### src/rtl/epp_pkg.sv
package epp_pkg;
    localparam int OFFW = 3;
    localparam int DW   = 8;

    localparam logic [OFFW-1:0] OFF_DATA = 3'd0;
    localparam logic [OFFW-1:0] OFF_STAT = 3'd1;
    localparam logic [OFFW-1:0] OFF_CTRL = 3'd2;
    localparam logic [OFFW-1:0] OFF_ADDR = 3'd3;

    localparam int CB_STROBE = 0;
    localparam int CB_AUTOFD = 1;
    localparam int CB_INIT   = 2;
    localparam int CB_DIRIN  = 5;

    typedef enum logic [2:0] {
        ST_IDLE,
        ST_ARM,
        ST_SETUP,
        ST_STRB,
        ST_END
    } epp_state_e;

    typedef struct packed {
        epp_state_e    state;
        logic          tmo;
        logic [DW-1:0] ctrl;
        logic [DW-1:0] dat;
        logic          cyc_wr;
        logic          cyc_addr;
        logic          cyc_hrd;
        logic [DW-1:0] cyc_byte;
        logic [DW-1:0] rdata;
        logic          done;
    } eng_s;
endpackage

### src/rtl/epp_sync.sv
module epp_sync #(
    parameter int   STAGES  = 2,
    parameter logic RST_VAL = 1'b1
) (
    input  logic clk,
    input  logic rst_n,
    input  logic din,
    output logic dout
);
    logic [STAGES-1:0] sh_d, sh_q;

    always_comb begin
        sh_d = {sh_q[STAGES-2:0], din};
    end

    always_ff @(posedge clk or negedge rst_n) begin
        if (!rst_n) sh_q <= {STAGES{RST_VAL}};
        else        sh_q <= sh_d;
    end

    assign dout = sh_q[STAGES-1];
endmodule

### src/rtl/epp_wdog.sv
module epp_wdog #(
    parameter int LIMIT = 1250
) (
    input  logic clk,
    input  logic rst_n,
    input  logic run,
    output logic expire
);
    localparam int W = $clog2(LIMIT + 1);
    logic [W-1:0] cnt_d, cnt_q;

    always_comb begin
        cnt_d = run ? cnt_q + 1'b1 : '0;
    end

    always_ff @(posedge clk or negedge rst_n) begin
        if (!rst_n) cnt_q <= '0;
        else        cnt_q <= cnt_d;
    end

    assign expire = run && (cnt_q == W'(LIMIT - 1));
endmodule

### src/rtl/epp_cycle_engine.sv
module epp_cycle_engine
    import epp_pkg::*;
#(
    parameter int CLK_HZ      = 125_000_000,
    parameter int TMO_NS      = 10_000,
    parameter int SYNC_STAGES = 2
) (
    input  logic          clk,
    input  logic          rst_n,
    input  logic          epp_en,
    input  logic          host_req,
    input  logic          host_wr,
    input  logic [OFFW-1:0] host_off,
    input  logic [DW-1:0] host_wdata,
    output logic [DW-1:0] host_rdata,
    output logic          host_done,
    output logic          host_busy,
    output logic [DW-1:0] pd_o,
    input  logic [DW-1:0] pd_i,
    output logic          pd_oe,
    output logic          write_n_o,
    output logic          dstb_n_o,
    output logic          astb_n_o,
    input  logic          wait_n_i,
    output logic          stb_n_o,
    output logic          afd_n_o,
    output logic          ini_n_o
);
    localparam longint PROD    = longint'(CLK_HZ) * longint'(TMO_NS);
    localparam int     TMO_CYC = int'(PROD / 64'd1_000_000_000);
    localparam int     WD_LIM  = (TMO_CYC < 2) ? 2 : TMO_CYC;

    eng_s d, q;
    logic wait_s;
    logic wd_run, wd_expire;
    logic in_cyc;

    epp_sync #(.STAGES(SYNC_STAGES), .RST_VAL(1'b1)) u_sync (
        .clk  (clk),
        .rst_n(rst_n),
        .din  (wait_n_i),
        .dout (wait_s)
    );

    assign wd_run = (q.state == ST_ARM) || (q.state == ST_SETUP) || (q.state == ST_STRB);

    epp_wdog #(.LIMIT(WD_LIM)) u_wdog (
        .clk   (clk),
        .rst_n (rst_n),
        .run   (wd_run),
        .expire(wd_expire)
    );

    always_comb begin
        d      = q;
        d.done = 1'b0;
        case (q.state)
            ST_IDLE: begin
                if (host_req) begin
                    if (host_off == OFF_DATA) begin
                        if (host_wr) d.dat = host_wdata;
                        else         d.rdata = pd_i;
                        d.done = 1'b1;
                    end else if (host_off == OFF_STAT) begin
                        if (host_wr) begin
                            if (host_wdata[0]) d.tmo = 1'b0;
                        end else begin
                            d.rdata = {wait_s, 6'd0, q.tmo};
                        end
                        d.done = 1'b1;
                    end else if (host_off == OFF_CTRL) begin
                        if (host_wr) d.ctrl = host_wdata;
                        else         d.rdata = q.ctrl;
                        d.done = 1'b1;
                    end else if (!epp_en) begin
                        if (!host_wr) d.rdata = 8'hFF;
                        d.done = 1'b1;
                    end else begin
                        d.state    = ST_ARM;
                        d.cyc_addr = (host_off == OFF_ADDR);
                        d.cyc_hrd  = !host_wr;
                        d.cyc_wr   = (host_wr && !q.ctrl[CB_DIRIN]) || q.ctrl[CB_STROBE];
                        d.cyc_byte = host_wr ? host_wdata : q.dat;
                    end
                end
            end
            ST_ARM: begin
                if (!wait_s) d.state = ST_SETUP;
            end
            ST_SETUP: begin
                d.state = ST_STRB;
            end
            ST_STRB: begin
                if (wait_s) begin
                    d.state = ST_END;
                    d.done  = 1'b1;
                    if (q.cyc_hrd) d.rdata = pd_i;
                end
            end
            ST_END: begin
                if (!wait_s) d.state = ST_IDLE;
            end
            default: d.state = ST_IDLE;
        endcase
        if (wd_expire) begin
            d.state = ST_IDLE;
            d.tmo   = 1'b1;
            d.rdata = 8'hFF;
            d.done  = 1'b1;
        end
    end

    always_ff @(posedge clk or negedge rst_n) begin
        if (!rst_n) begin
            q       <= '0;
            q.state <= ST_IDLE;
        end else begin
            q <= d;
        end
    end

    assign in_cyc     = (q.state == ST_SETUP) || (q.state == ST_STRB) || (q.state == ST_END);
    assign write_n_o  = !(in_cyc && q.cyc_wr);
    assign pd_oe      = in_cyc ? q.cyc_wr : !q.ctrl[CB_DIRIN];
    assign pd_o       = in_cyc ? q.cyc_byte : q.dat;
    assign dstb_n_o   = !((q.state == ST_STRB) && !q.cyc_addr);
    assign astb_n_o   = !((q.state == ST_STRB) && q.cyc_addr);
    assign stb_n_o    = !q.ctrl[CB_STROBE];
    assign afd_n_o    = !q.ctrl[CB_AUTOFD];
    assign ini_n_o    = !q.ctrl[CB_INIT];
    assign host_rdata = q.rdata;
    assign host_done  = q.done;
    assign host_busy  = (q.state != ST_IDLE);
endmodule

### config.mk
export PLATFORM = sky130hd
export DESIGN_NAME = epp_cycle_engine
export DESIGN_NICKNAME = d
export VERILOG_FILES = /design/src/rtl/epp_pkg.sv /design/src/rtl/epp_sync.sv /design/src/rtl/epp_wdog.sv /design/src/rtl/epp_cycle_engine.sv
export SDC_FILE = /design/constraint.sdc
export NUM_CORES = 1
export LEC_CHECK = 0
export BUFFER_PORTS_ARGS = -buffer_cell sky130_fd_sc_hd__buf_2
export CAP_MARGIN = 15
export CORE_MARGIN = 8
export CORE_UTILIZATION = 60
export CTS_BUF_LIST = sky130_fd_sc_hd__clkbuf_8
export CTS_CLUSTER_SIZE = 14
export DETAILED_ROUTE_END_ITERATION = 10
export PLACE_DENSITY = 0.84
export SYNTH_ARGS = -nofsm -noshare
export SYNTH_HDL_FRONTEND = slang
export SYNTH_SLANG_ARGS = --single-unit
### constraint.sdc
create_clock -name clk -period 3.75 [get_ports clk]
set_clock_uncertainty 0.15 [all_clocks]
set_input_delay 0.1875 -clock clk [delete_from_list [all_inputs] [get_ports clk]]
set_output_delay 0.1875 -clock clk [all_outputs]
set_load 0.01 [all_outputs]
[After elaboration in Yosys (flattened, before gate mapping)]
Index checks and enable logic that the tools add are counted.
Word-level totals
  latch bits: 0
  bits in read-only memories: 0
  input bits: 25
  memories: 0
  output and inout bits: 25
  logic and storage cells: 108
  register bits: 53
  memory bits (writable): 0
Cells by class
  bitwise gates (word level): 3
  reductions and logical operators: 34
  $add $sub $neg: 1
  multiplexer cells: 38
  equality and inequality tests: 20
  magnitude comparators: 0
  multipliers: 0
  shifts and indexed selects: 0
  divide/modulo/power cells: 0
Operators by type and width (count)
  8-bit 2-to-1 mux: 11
  11-bit 2-to-1 mux: 5
  9-bit 2-to-1 mux: 6
  40-bit 2-to-1 mux: 1
  28-bit 2-to-1 mux: 1
  3-bit by 2-bit inequality test with 1-bit output, second input constant: 9
  6-bit AND reduction: 4
  3-bit 2-to-1 mux: 6
  9-bit one-hot mux with 2 select lines: 1
  3-bit one-hot mux with 5 select lines: 1
  3-bit by 2-bit equality test with 1-bit output, second input constant: 4
  12-bit 2-to-1 mux: 1
  11-bit by 1-bit adder with 11-bit output, second input constant: 1
  11-bit equality test, second input constant: 1
  2-bit nonzero test: 5
  1-bit zero test: 9
  8-bit AND reduction: 1
  3-bit by 1-bit equality test with 1-bit output, second input constant: 2
  3-bit zero test: 2
  6-bit by 5-bit inequality test with 1-bit output, second input constant: 1
  3-bit nonzero test: 2
  1-bit logical AND: 5
  1-bit logical OR: 5
  1-bit 2-to-1 mux: 4
  other kinds (6): 8

[Depth between registers and ports, before layout]
Gate-level depths: netlist of the first run.
  word-level depth: 10
  depth in mapped cells: 8
  depth with buffers taken out: 7

[Modules after synthesis]
A second synthesis of the first run with hierarchy kept.
Unflattened totals
  cells, all modules: 266
  area, all modules: 2770.2 µm²
Modules (own cells, without submodules)
  epp_cycle_engine: seq. area each 1001.0 µm², cells each 209, times used 1, area each 2179.6 µm²
  epp_wdog: seq. area each 275.3 µm², cells each 55, times used 1, area each 538.0 µm²
  epp_sync: seq. area each 52.6 µm², cells each 2, times used 1, area each 52.6 µm²

[Least setup slack after synthesis of the first run]
OpenSTA, ideal clock, no wires.
  kind: reg2reg
  start point: register u_wdog.cnt_q[2]
  end point: register q, in the netlist host_rdata[0]
  period minus slack after synthesis: 2.332 ns
  arrival time: 2.057 ns
  buffers on the path: 0
  data required time: 3.475 ns
  path slack: 1.418 ns
  stages on the path, launching flop included: 6
  library setup time: 0.125 ns
  cell sequence: dfrtp_1 > or4b_1 > nor4_4 > nand2b_1 > a211oi_4 > mux2_2
Between the ends
  cells in the longest elaborated chain, start to end: 4
  elaborated cells between the ends (all ways): 10
  those cells by class: eq/ne (6); mux (1); reduce/logical (3)
RTL lines
  from (decl): RTL line epp_wdog.sv:10  | logic [W-1:0] cnt_d, cnt_q;
  from (signal assigned): RTL line epp_wdog.sv:18  | else cnt_q <= cnt_d;
  11-bit equality test *: RTL line epp_wdog.sv:21  | assign expire = run && (cnt_q == W'(LIMIT - 1));
  1-bit logical AND *: RTL line epp_wdog.sv:21
  6-bit by 5-bit inequality test with 1-bit output (no line), or another cell as far along
  6-bit AND reduction (no line)
  to (decl): RTL line epp_cycle_engine.sv:33  | eng_s d, q;
Mark *: on every way between the ends. The rest lies on a longest branch, timed or not.
A chain may end at the register's enable or synchronous reset.

[Worst setup path after layout of the first run]
  start point: register u_wdog.cnt_q[2]
  end point: register q, in the netlist host_rdata[7]
The elaborated chain is that of the path after synthesis.

==> results of run 1 <==
[final cells by class]
class                      count  area (µm²)  share of cell area, %
inverter                       8       30.03                 0.9585
clock buffer                   6       82.58                  2.636
tap                           52       65.06                  2.077
multi-input combinational    181        1286                  41.05
clock inverter                 2       37.54                  1.198
sequential                    53        1329                  42.41
timing repair buffer          55       302.8                  9.665
[stage by stage]
stage	power (mW)	utilization, %	worst slack [ps]	hold WS (ps)
after CTS	2.110	71.46	947.2	3.905
after floorplan	1.449	-	1418	-258.1
final	2.099	71.46	953.8	6.746
after global routing	2.225	71.46	783.9	2.219
after detailed placement	1.701	67.58	967.9	-57.43
after global placement	1.665	67.58	1075	-62.25
[logic make-up after synthesis]
kind of cell	count (synthesis)
buf+inv	26
flops	53
simple gates	86
mux	41
compound gates	42
fa+ha+maj	2
xor+xnor	10
[timing repair]
item | 4_1_cts | 5_1_grt
hold endpoints to repair | 19 | 0
gates resized for setup | 0 | 0
setup buffers | 0 | 0
hold buffers | 5 | 0
[per-layer routing]
layer / wire (µm) / track usage, % / up-vias
met4: 82 / 6.907 / 0
met1: 2704 / 20.77 / 987
li1: - / - / 985
met2: 2714 / 26.39 / 72
met5: 0 / 0 / -
met3: 384 / 4.980 / 9
[critical path: stages (launching register included)]
cell and delay, ps:
dfrtp_1 430, or4b_1 590, nor4_4 240, nand2b_1 350, a211oi_4 530, mux2_2 390
[power breakdown]
group | total (mW) | internal [mW] | leakage (nW) | switching [mW]
Combinational | 0.798 | 0.379 | 0.808 | 0.419
Clock | 0.402 | 0.217 | 0.0574 | 0.185
Sequential | 0.899 | 0.753 | 0.695 | 0.146
[how the worst max path moves through the flow]
stage	startpoint	endpoint	depth (start not counted)
4_1_cts	u_wdog.cnt_q[2]$_DFF_PN0_	host_rdata[7]$_DFFE_PN0P_	5
6_report	u_wdog.cnt_q[2]$_DFF_PN0_	host_rdata[7]$_DFFE_PN0P_	5
3_3_place_gp	u_wdog.cnt_q[2]$_DFF_PN0_	host_rdata[1]$_DFFE_PN0P_	5
5_1_grt	u_wdog.cnt_q[2]$_DFF_PN0_	host_rdata[7]$_DFFE_PN0P_	5
3_5_place_dp	u_wdog.cnt_q[2]$_DFF_PN0_	host_rdata[7]$_DFFE_PN0P_	5
2_1_floorplan	u_wdog.cnt_q[2]$_DFF_PN0_	host_rdata[0]$_DFFE_PN0P_	5
[sequential cells by signal, summed over array words and instances, names as in the netlist]
register      count
q                31
u_wdog.cnt_q     11
host_rdata        8
u_sync.sh_q       2
host_done         1
[synthesized netlist by cell type (all sizes together) (3+ instances only)]
master / number
a21o: 6
dfrtp: 51
inv: 8
nor2b: 4
buf: 8
nand3: 9
o211ai: 6
nand4: 3
mux2: 32
nor2: 21
nand2b: 4
a21oi: 10
mux2i: 9
nand2: 30
xnor2: 3
clkbuf: 10
xor2: 7
o21ai: 14
and3: 4
==> impl_metrics.yaml, run 1 <==
status:
  status: "complete, no violations"
setup_path:
  criticalPathCategory: "reg -> reg"
  crit_path_start_kind: "flip-flop"
  r2r-start: "u_wdog.cnt_q[2]$_DFF_PN0_"
  end_kind: "flip-flop"
  arrival_ps: 2840
  r2r_cells: 5
  cp.required_ps: 3790
  worst-r2r-setup-slack_ps: 950
  worstPathMaxFanout: 12
  rr_endpoint: "host_rdata[7]$_DFFE_PN0P_"
global_routing:
  grt_pass1_wl_um: 9832
  grt_overflow: 0
  first_global_vias: 2104
  grt_usage_pct: 16.73
  grt_max_degree: 41
  antenna_found_initial: 0
detailed_routing:
  drt_iter0_markers: 121
  ant_nets: 0
  vias: 2053
  wl_per_cell_um: 16.48
  wl_um: 5885
  viasPerCell: 5.751
  firstDrtPassIters: 4
  drc: 0
synth:
  synth_top_cell_by_area: "dfrtp_1"
  synth_edf_count: 0
  synthAdderAreaFrac_pct: 0.9124
  synthMuxAreaShare_pct: 16.42
  synth-simple-area-share_pct: 15.74
  synth_top_family_by_area: "multiplexers"
  ys_seq_area_share_pct: 48.45
  avgSynthCellArea_um2: 10.55
  synthCells: 260
  syn_nets: 287
  synthArstFlopShare_pct: 100.0
  ys_types: 36
  yosysTopAreaCellShare_pct: 46.53
  synth_xor_xnor_area_share_pct: 3.193
  yosys_register_bits: 53
  synth-compound-area-share_pct: 10.63
  synth_flop_cell: "dfrtp_1"
  ys_warn_count: 0
  synth_area_um2: 2743
  synthTopCellsByArea: "dfrtp_1, mux2_2, nand2_1, mux2i_1, nor2_1"
timing:
  worst_pin_slew_ps: 1057
  slew_violations: 0
  fmax_mhz: 357.6
  period_minus_slack_ps: 2796
  tns_ps: 0
  period_share_pct: 74.57
  finalHoldViolCount: 0
  max-slew-margin-rel_pct: 27.52
  setup_viol: 0
  rsz0062_at_grt: "false"
cts:
  h-tree-depth: 2
  clockBufferDepth: 2
  cts.clk_slew.worst_paths_ps: 90
  cts_made_buffers: 5
  clock_latency_ps: 300
  cts_tree: "yes"
  cts_sinks: 53
  clockRootBuffer: "clkbuf_8"
cells_and_area:
  layout_common_cells: "dfrtp_1, buf_2, mux2_2, nand2_1, nor2_1"
  syn2layout_area_growth_pct: 14.23
  nets: 331
  stdcell_area_um2: 3133
  n_fill_cell: 296
  drive_above_1_share_pct: 31.80
  final_common_cell: "dfrtp_1"
  n_antenna_cell: 0
  layout.cells.non_filler: 357
power:
  p_per_area_nw_per_um2: 670.1
  power_leakage_nw: 1.561
  peakVddDrop_v: 0.0004330
floorplanning:
  die_area_um2: 6991
  die_y_um: 83.61
  start_util_pct: 62.56
  coreArea_um2: 4384
  io_pins: 50
  die_w_um: 83.61
  rows: 24
hold_path:
  min_path_cells: 2
  hold_start: "host_wdata[5]"
  hp-class: "in -> reg"
  min_to: "q[25]$_DFFE_PN0P_"
flow_run:
  max_cap_violations: 0
placement:
  io_buffer_count: 49
  dp_cells: 344
  gp_congestion: 0.8069
  dp.final_hpwl_um: 4242
  place_area_um2: 2963
Power figures use the tool's default switching activity.
==> run 2, diff against run 1 <==
CORE_UTILIZATION = 52   (was 60)
PLACE_DENSITY = 0.77   (was 0.84)
clock period = 2.4 ns   (was 3.75 ns; I/O delays follow)
==> run 2 against run 1 <==
  * Design area grew 5.7%
  * Flip-flop and latch count unchanged
  * Worst hold slack better by 2.4 ps
  * Combinational power grew 72%
  * Total power rose by 55%
  * Die area up 12%
  * Global-route usage decreased by 0.82 points
==> impl_metrics.yaml, run 2 (same netlist as run 1, synthesis figures left out) <==
cells_and_area:
  final_common_cell: "dfrtp_1"
  syn2layout_area_growth_pct: 20.71
  layout.cells.non_filler: 396
  fin_util_pct: 64.82
  layout_common_cells: "dfrtp_1, buf_2, mux2_2, nand2_1, nor2_1"
  largest-register: "q"
  drive_above_1_share_pct: 34.36
  largest_reg_flops: 31
  n_antenna_cell: 0
  nets: 352
global_routing:
  antenna_found_initial: 0
  top_usage_layer: "met2"
  use_met3_pct: 3.250
  grt_usage_pct: 15.91
  grt_pass1_wl_um: 9880
  first_global_vias: 2043
  grt_overflow: 0
  grt_use_met2_pct: 24.53
  use_met1_pct: 21.32
  grt_max_degree: 54
timing:
  rsz0062_at_grt: "true"
  setup_viol: 0
  worst_pin_slew_ps: 635.3
  max-slew-margin-rel_pct: 57.65
  period_minus_slack_ps: 2324
  fmax_mhz: 430.3
  layout_setup_ws_ps: 76.30
  finalHoldViolCount: 0
  period_share_pct: 96.82
  slew_violations: 0
power:
  clkPwrFrac_pct: 15.6
  p_per_area_nw_per_um2: 982.6
  peakVddDrop_v: 0.0005067
  total_power_mw: 3.253
  internal_power_mw: 2.081
  power_leakage_nw: 1.651
  p_sw_mw: 1.172
  pwr-share-comb_pct: 42.0
  swShare_pct: 36.04
  p_seq_share_pct: 42.4
placement:
  dp_cells: 375
  dp.final_hpwl_um: 4192
  dp_slack_ps: 84.83
  io_buffer_count: 49
  gp_congestion: 0.8146
cts:
  cts_resized: 0
  clockBufferDepth: 2
  cts.clk_slew.worst_paths_ps: 100
  cts_sinks: 53
  cts_tree: "yes"
  clockRootBuffer: "clkbuf_8"
  cts_made_buffers: 5
  h-tree-depth: 2
  clock_latency_ps: 310
hold_path:
  hp-class: "in -> reg"
setup_path:
  worstPathMaxFanout: 8
  cp.required_ps: 2450
  crit_path_start_kind: "flip-flop"
  end_kind: "flip-flop"
  criticalPathCategory: "reg -> reg"
  arrival_ps: 2380
detailed_routing:
  firstDrtPassIters: 4
  wl_per_cell_um: 14.55
  wl_um: 5763
  drc: 0
  ant_nets: 0
  viasPerCell: 5.255
  vias: 2081
  drt_iter0_markers: 125
floorplanning:
  start_util_pct: 53.70
  rows: 26
  die_area_um2: 7854
  io_pins: 50
  die_y_um: 88.63
  die_w_um: 88.63
  coreArea_um2: 5107
status:
  status: "complete, no violations"
flow_run:
  max_cap_violations: 0
run 2: final timing paths:
check	start	end	slack, ps	cells after the start
min	pd_i[0]	host_rdata[0]$_DFFE_PN0P_	9	4
max reg2reg	u_wdog.cnt_q[3]$_DFF_PN0_	host_rdata[1]$_DFFE_PN0P_	80	6
min in group asynchronous	rst_n	q[39]$_DFFE_PN0P_	290	3
max in group asynchronous	rst_n	u_wdog.cnt_q[7]$_DFF_PN0_	1380	3
min reg2reg	u_sync.sh_q[0]$_DFF_PN1_	u_sync.sh_q[1]$_DFF_PN1_	210	0
max	u_wdog.cnt_q[3]$_DFF_PN0_	host_rdata[1]$_DFFE_PN0P_	80	6
run 2: worst max-delay path: stages, from the launching register on:
cell      delay (ps)
dfrtp_1          400
or4b_1           570
nor4_4           200
nand2b_1         160
a211oi_4         270
buf_12           160
mux2_2           330
run 2: metal layers:
| metal | vias up | share of wire [%] |
|---|---|---|
| met5 | - | 0 |
| met4 | 0 | 1.8 |
| met3 | 9 | 5.5 |
| met2 | 49 | 46 |
| met1 | 993 | 46 |
| li1 | 1030 | - |
run 2: area by class of cell:
type	instances	area [µm²]
Clock buffer	5	68.82
Clock inverter	3	21.27
Fill cell	398	1797
Inverter	8	30.03
Multi-Input combinational cell	181	1286
Sequential cell	53	1329
Tap cell	70	87.58
Timing Repair Buffer	76	488.0
run 2: what timing repair did:
item | CTS | global route
buffers inserted | 0 | 2
endpoints found under the setup margin | 0 | 16
endpoints found under the hold margin | 71 | 0
hold buffers | 11 | 0
run 2: power groups by stage:
stage	sequential, mW	clock (mW)	combinational [mW]
final	1.38	0.506	1.37
after global routing	1.43	0.555	1.52
after CTS	1.38	0.520	1.39
after detailed placement	1.39	0	1.37
after global placement	1.38	0	1.34
after floorplan	1.33	0	0.939
run 2: stage by stage:
step                      TNS (ps)  instance area (µm²)  hold WS, ps
after floorplan                  0                 2743       -325.6
after global placement           0                 3095        74.98
after detailed placement         0                 3095        76.91
after CTS                        0                 3296        6.928
after global routing        -298.8                 3311        19.61
final                            0                 3311        9.164
==> run 3, diff against run 2 <==
CTS_BUF_LIST = sky130_fd_sc_hd__clkbuf_4 sky130_fd_sc_hd__clkbuf_8   (was sky130_fd_sc_hd__clkbuf_8)
SYNTH_HIERARCHICAL = 1   (was unset)
==> run 3 against run 2 <==
  * Non-clock buffer count down 4
  * Design area up 0.34%
  * Synthesized cell count is 2.3% higher
  * Critical path type unchanged
  * Critical endpoint is now host_rdata[2]$_DFFE_PN0P_
==> impl_metrics.yaml, run 3 <==
status:
  status: "complete, no violations"
detailed_routing:
  wl_per_cell_um: 15.75
  ant_nets: 0
  drc: 0
  vias: 2164
  drt_iter0_markers: 151
  viasPerCell: 5.451
  firstDrtPassIters: 4
  wl_um: 6251
cells_and_area:
  drive_above_1_share_pct: 33.64
  nets: 353
  final_common_cell: "dfrtp_1"
  largest-register: "q"
  largest_reg_flops: 31
  layout_common_cells: "dfrtp_1, buf_2, mux2_2, nand2_1, inv_1"
  n_antenna_cell: 0
  layout.cells.non_filler: 397
  syn2layout_area_growth_pct: 19.92
floorplanning:
  rows: 26
  die_w_um: 88.99
  coreArea_um2: 5140
  die_area_um2: 7918
  io_pins: 50
  start_util_pct: 53.89
  die_y_um: 88.99
synth:
  post-synth-top-count-cell: "dfrtp_1"
  synth_area_um2: 2770
  yosys-top-cells-count: "dfrtp_1, mux2_2, nand2_1, inv_1"
  syn_nets: 293
  synthArstFlopShare_pct: 100.0
  yosys_register_bits: 53
  synthCells: 266
  avgSynthCellArea_um2: 10.41
  ys_seq_area_share_pct: 47.97
  ys_types: 44
  synth_edf_count: 0
  synthTopCellsByArea: "dfrtp_1, mux2_2, mux2i_1, nand2_1, a21oi_1"
  synth_flop_cell: "dfrtp_1"
  synth_top_cell_by_area: "dfrtp_1"
  yosysTopAreaCellShare_pct: 46.07
  ys_warn_count: 6
placement:
  dp_cells: 377
  gp_congestion: 0.8681
  dp.final_hpwl_um: 4538
  io_buffer_count: 49
global_routing:
  antenna_found_initial: 0
  first_global_vias: 2120
  grt_max_degree: 36
  grt_overflow: 0
  grt_usage_pct: 16.90
  grt_pass1_wl_um: 10290
setup_path:
  critPathSlowestCell: "dfrtp_1"
  worst-r2r-setup-slack_ps: 200
  cp_cell_sequence: "inv_1 > ha_1 > nand2_1 > or4_1 > nor4_2 > inv_1 > o31a_1 > mux2_2"
  r2r_cells: 8
  criticalPathCategory: "reg -> reg"
  r2r-start: "u_wdog/cnt_q[1]$_DFF_PN0_"
  arrival_ps: 2230
  rr_endpoint: "host_rdata[2]$_DFFE_PN0P_"
  end_kind: "flip-flop"
  worstPathMaxFanout: 8
  slowest_delay_ps: 420
  cp.required_ps: 2440
  path_common_cell: "inv_1"
  crit_path_start_kind: "flip-flop"
  crit_end: "host_rdata[2]$_DFFE_PN0P_"
  crit_start: "u_wdog/cnt_q[1]$_DFF_PN0_"
timing:
  finalHoldViolCount: 0
  worst_pin_slew_ps: 736.1
  tns_ps: 0
  rsz0062_at_grt: "false"
  max-slew-margin-rel_pct: 50.93
  setup_viol: 0
  fmax_mhz: 455.1
  period_share_pct: 91.56
  slew_violations: 0
  period_minus_slack_ps: 2198
power:
  p_per_area_nw_per_um2: 1014
  clkPwrFrac_pct: 18.0
  swShare_pct: 35.59
  pwr-share-comb_pct: 40.1
  internal_power_mw: 2.170
  p_sw_mw: 1.199
  peakVddDrop_v: 0.0004789
  power_leakage_nw: 1.602
  p_seq_share_pct: 41.9
flow_run:
  max_cap_violations: 0
cts:
  clock_latency_ps: 300
  cts_setup_buffers: 0
  cts_made_buffers: 5
  cts_sinks: 53
  cts.clk_slew.worst_paths_ps: 90
  cts_tree: "yes"
  h-tree-depth: 2
  clockRootBuffer: "clkbuf_8"
  clockBufferDepth: 2
hold_path:
  hp-class: "in -> reg"
==> run 3: cell types whose count changed in the layout (fill, tap and decap cells not counted), moves of 4 or more <==
cell	change
buf_4	-4
nand2_1	-5
a21o_1	-6
nor2_1	-11
o221ai_1	+5
o21ai_0	+4
inv_1	+12
o211ai_1	-6
xor2_1	-4
a21oi_1	+8
and3_1	-4
==> run 3: cell type report <==
| class | count | area [µm²] |
|---|---|---|
| clock buffers | 6 | 76.32 |
| clock inverters | 2 | 35.03 |
| fillers | 450 | 1818 |
| inverters | 21 | 78.83 |
| multi-input cells | 173 | 1267 |
| flip-flops and latches | 53 | 1329 |
| well taps | 70 | 87.58 |
| repair buffers | 72 | 447.9 |
==> run 3: cells by family after synthesis <==
group	count (synthesis)	share of synthesized area, %
DFF	53	47.97
buffers and inverters	40	6.730
xor gates and xnor gates	5	1.581
and+or+nand+nor	70	14.23
muxes	41	16.31
AOI/OAI and AO/OA	55	12.29
adders and majority gates	2	0.9032
==> run 3: worst min path at each step <==
stage | slack, ps | startpoint | depth (start not counted) | end
after CTS | 20 | host_off[0] | 3 | q[18]$_DFFE_PN0P_
after global routing | 40 | host_off[0] | 3 | q[18]$_DFFE_PN0P_
after global placement | 80 | rst_n | 1 | q[13]$_DFFE_PN0P_
after floorplan | -330 | rst_n | 0 | host_done$_DFF_PN0_
final | 30 | host_off[0] | 3 | q[18]$_DFFE_PN0P_
after detailed placement | 80 | rst_n | 1 | q[13]$_DFFE_PN0P_
==> run 3: power by group through the flow <==
stage	clock network, mW	registers, mW	logic [mW]
2_1_floorplan	0	1.36	0.961
3_3_place_gp	0	1.41	1.31
3_5_place_dp	0	1.43	1.34
4_1_cts	0.615	1.41	1.36
5_1_grt	0.659	1.45	1.49
6_report	0.605	1.41	1.35
==> run 3: critical path, delay by kind of cell, from the launching register on <==
family                   cells  cell delay, ps
AO/OA/AOI/OAI                1             230
adder cells (fa/ha/maj)      1             130
buffers and inverters        2             170
flip-flops                   1             420
multiplexers                 1             320
AND/OR/NAND/NOR              3             680
==> run 3: what timing repair did <==
action                     CTS  global route
resized for setup            0             2
setup endpoints to repair    0             6
hold endpoints to repair    54             0
hold buffers                12             0
==> run 3: routing by layer <==
metal  wire (µm)  track usage [%]  up-vias
met1        2757            21.40     1062
met5           0                0        -
met2        3153            28.03       36
li1            -                -     1059
met4          91            5.287        0
met3         249            3.676        7
==> run 3: metrics by stage <==
step	utilization, %	setup slack [ps]	power (mW)	hold slack [ps]	area, µm²
6_report	64.63	202.5	3.369	31.13	3322
2_1_floorplan	-	149.8	2.323	-325.6	2770
3_5_place_dp	59.88	112.6	2.765	75.34	3078
4_1_cts	64.39	87.34	3.386	24.58	3309
5_1_grt	64.63	70.11	3.600	39.97	3322
3_3_place_gp	59.88	187.1	2.722	75.39	3078
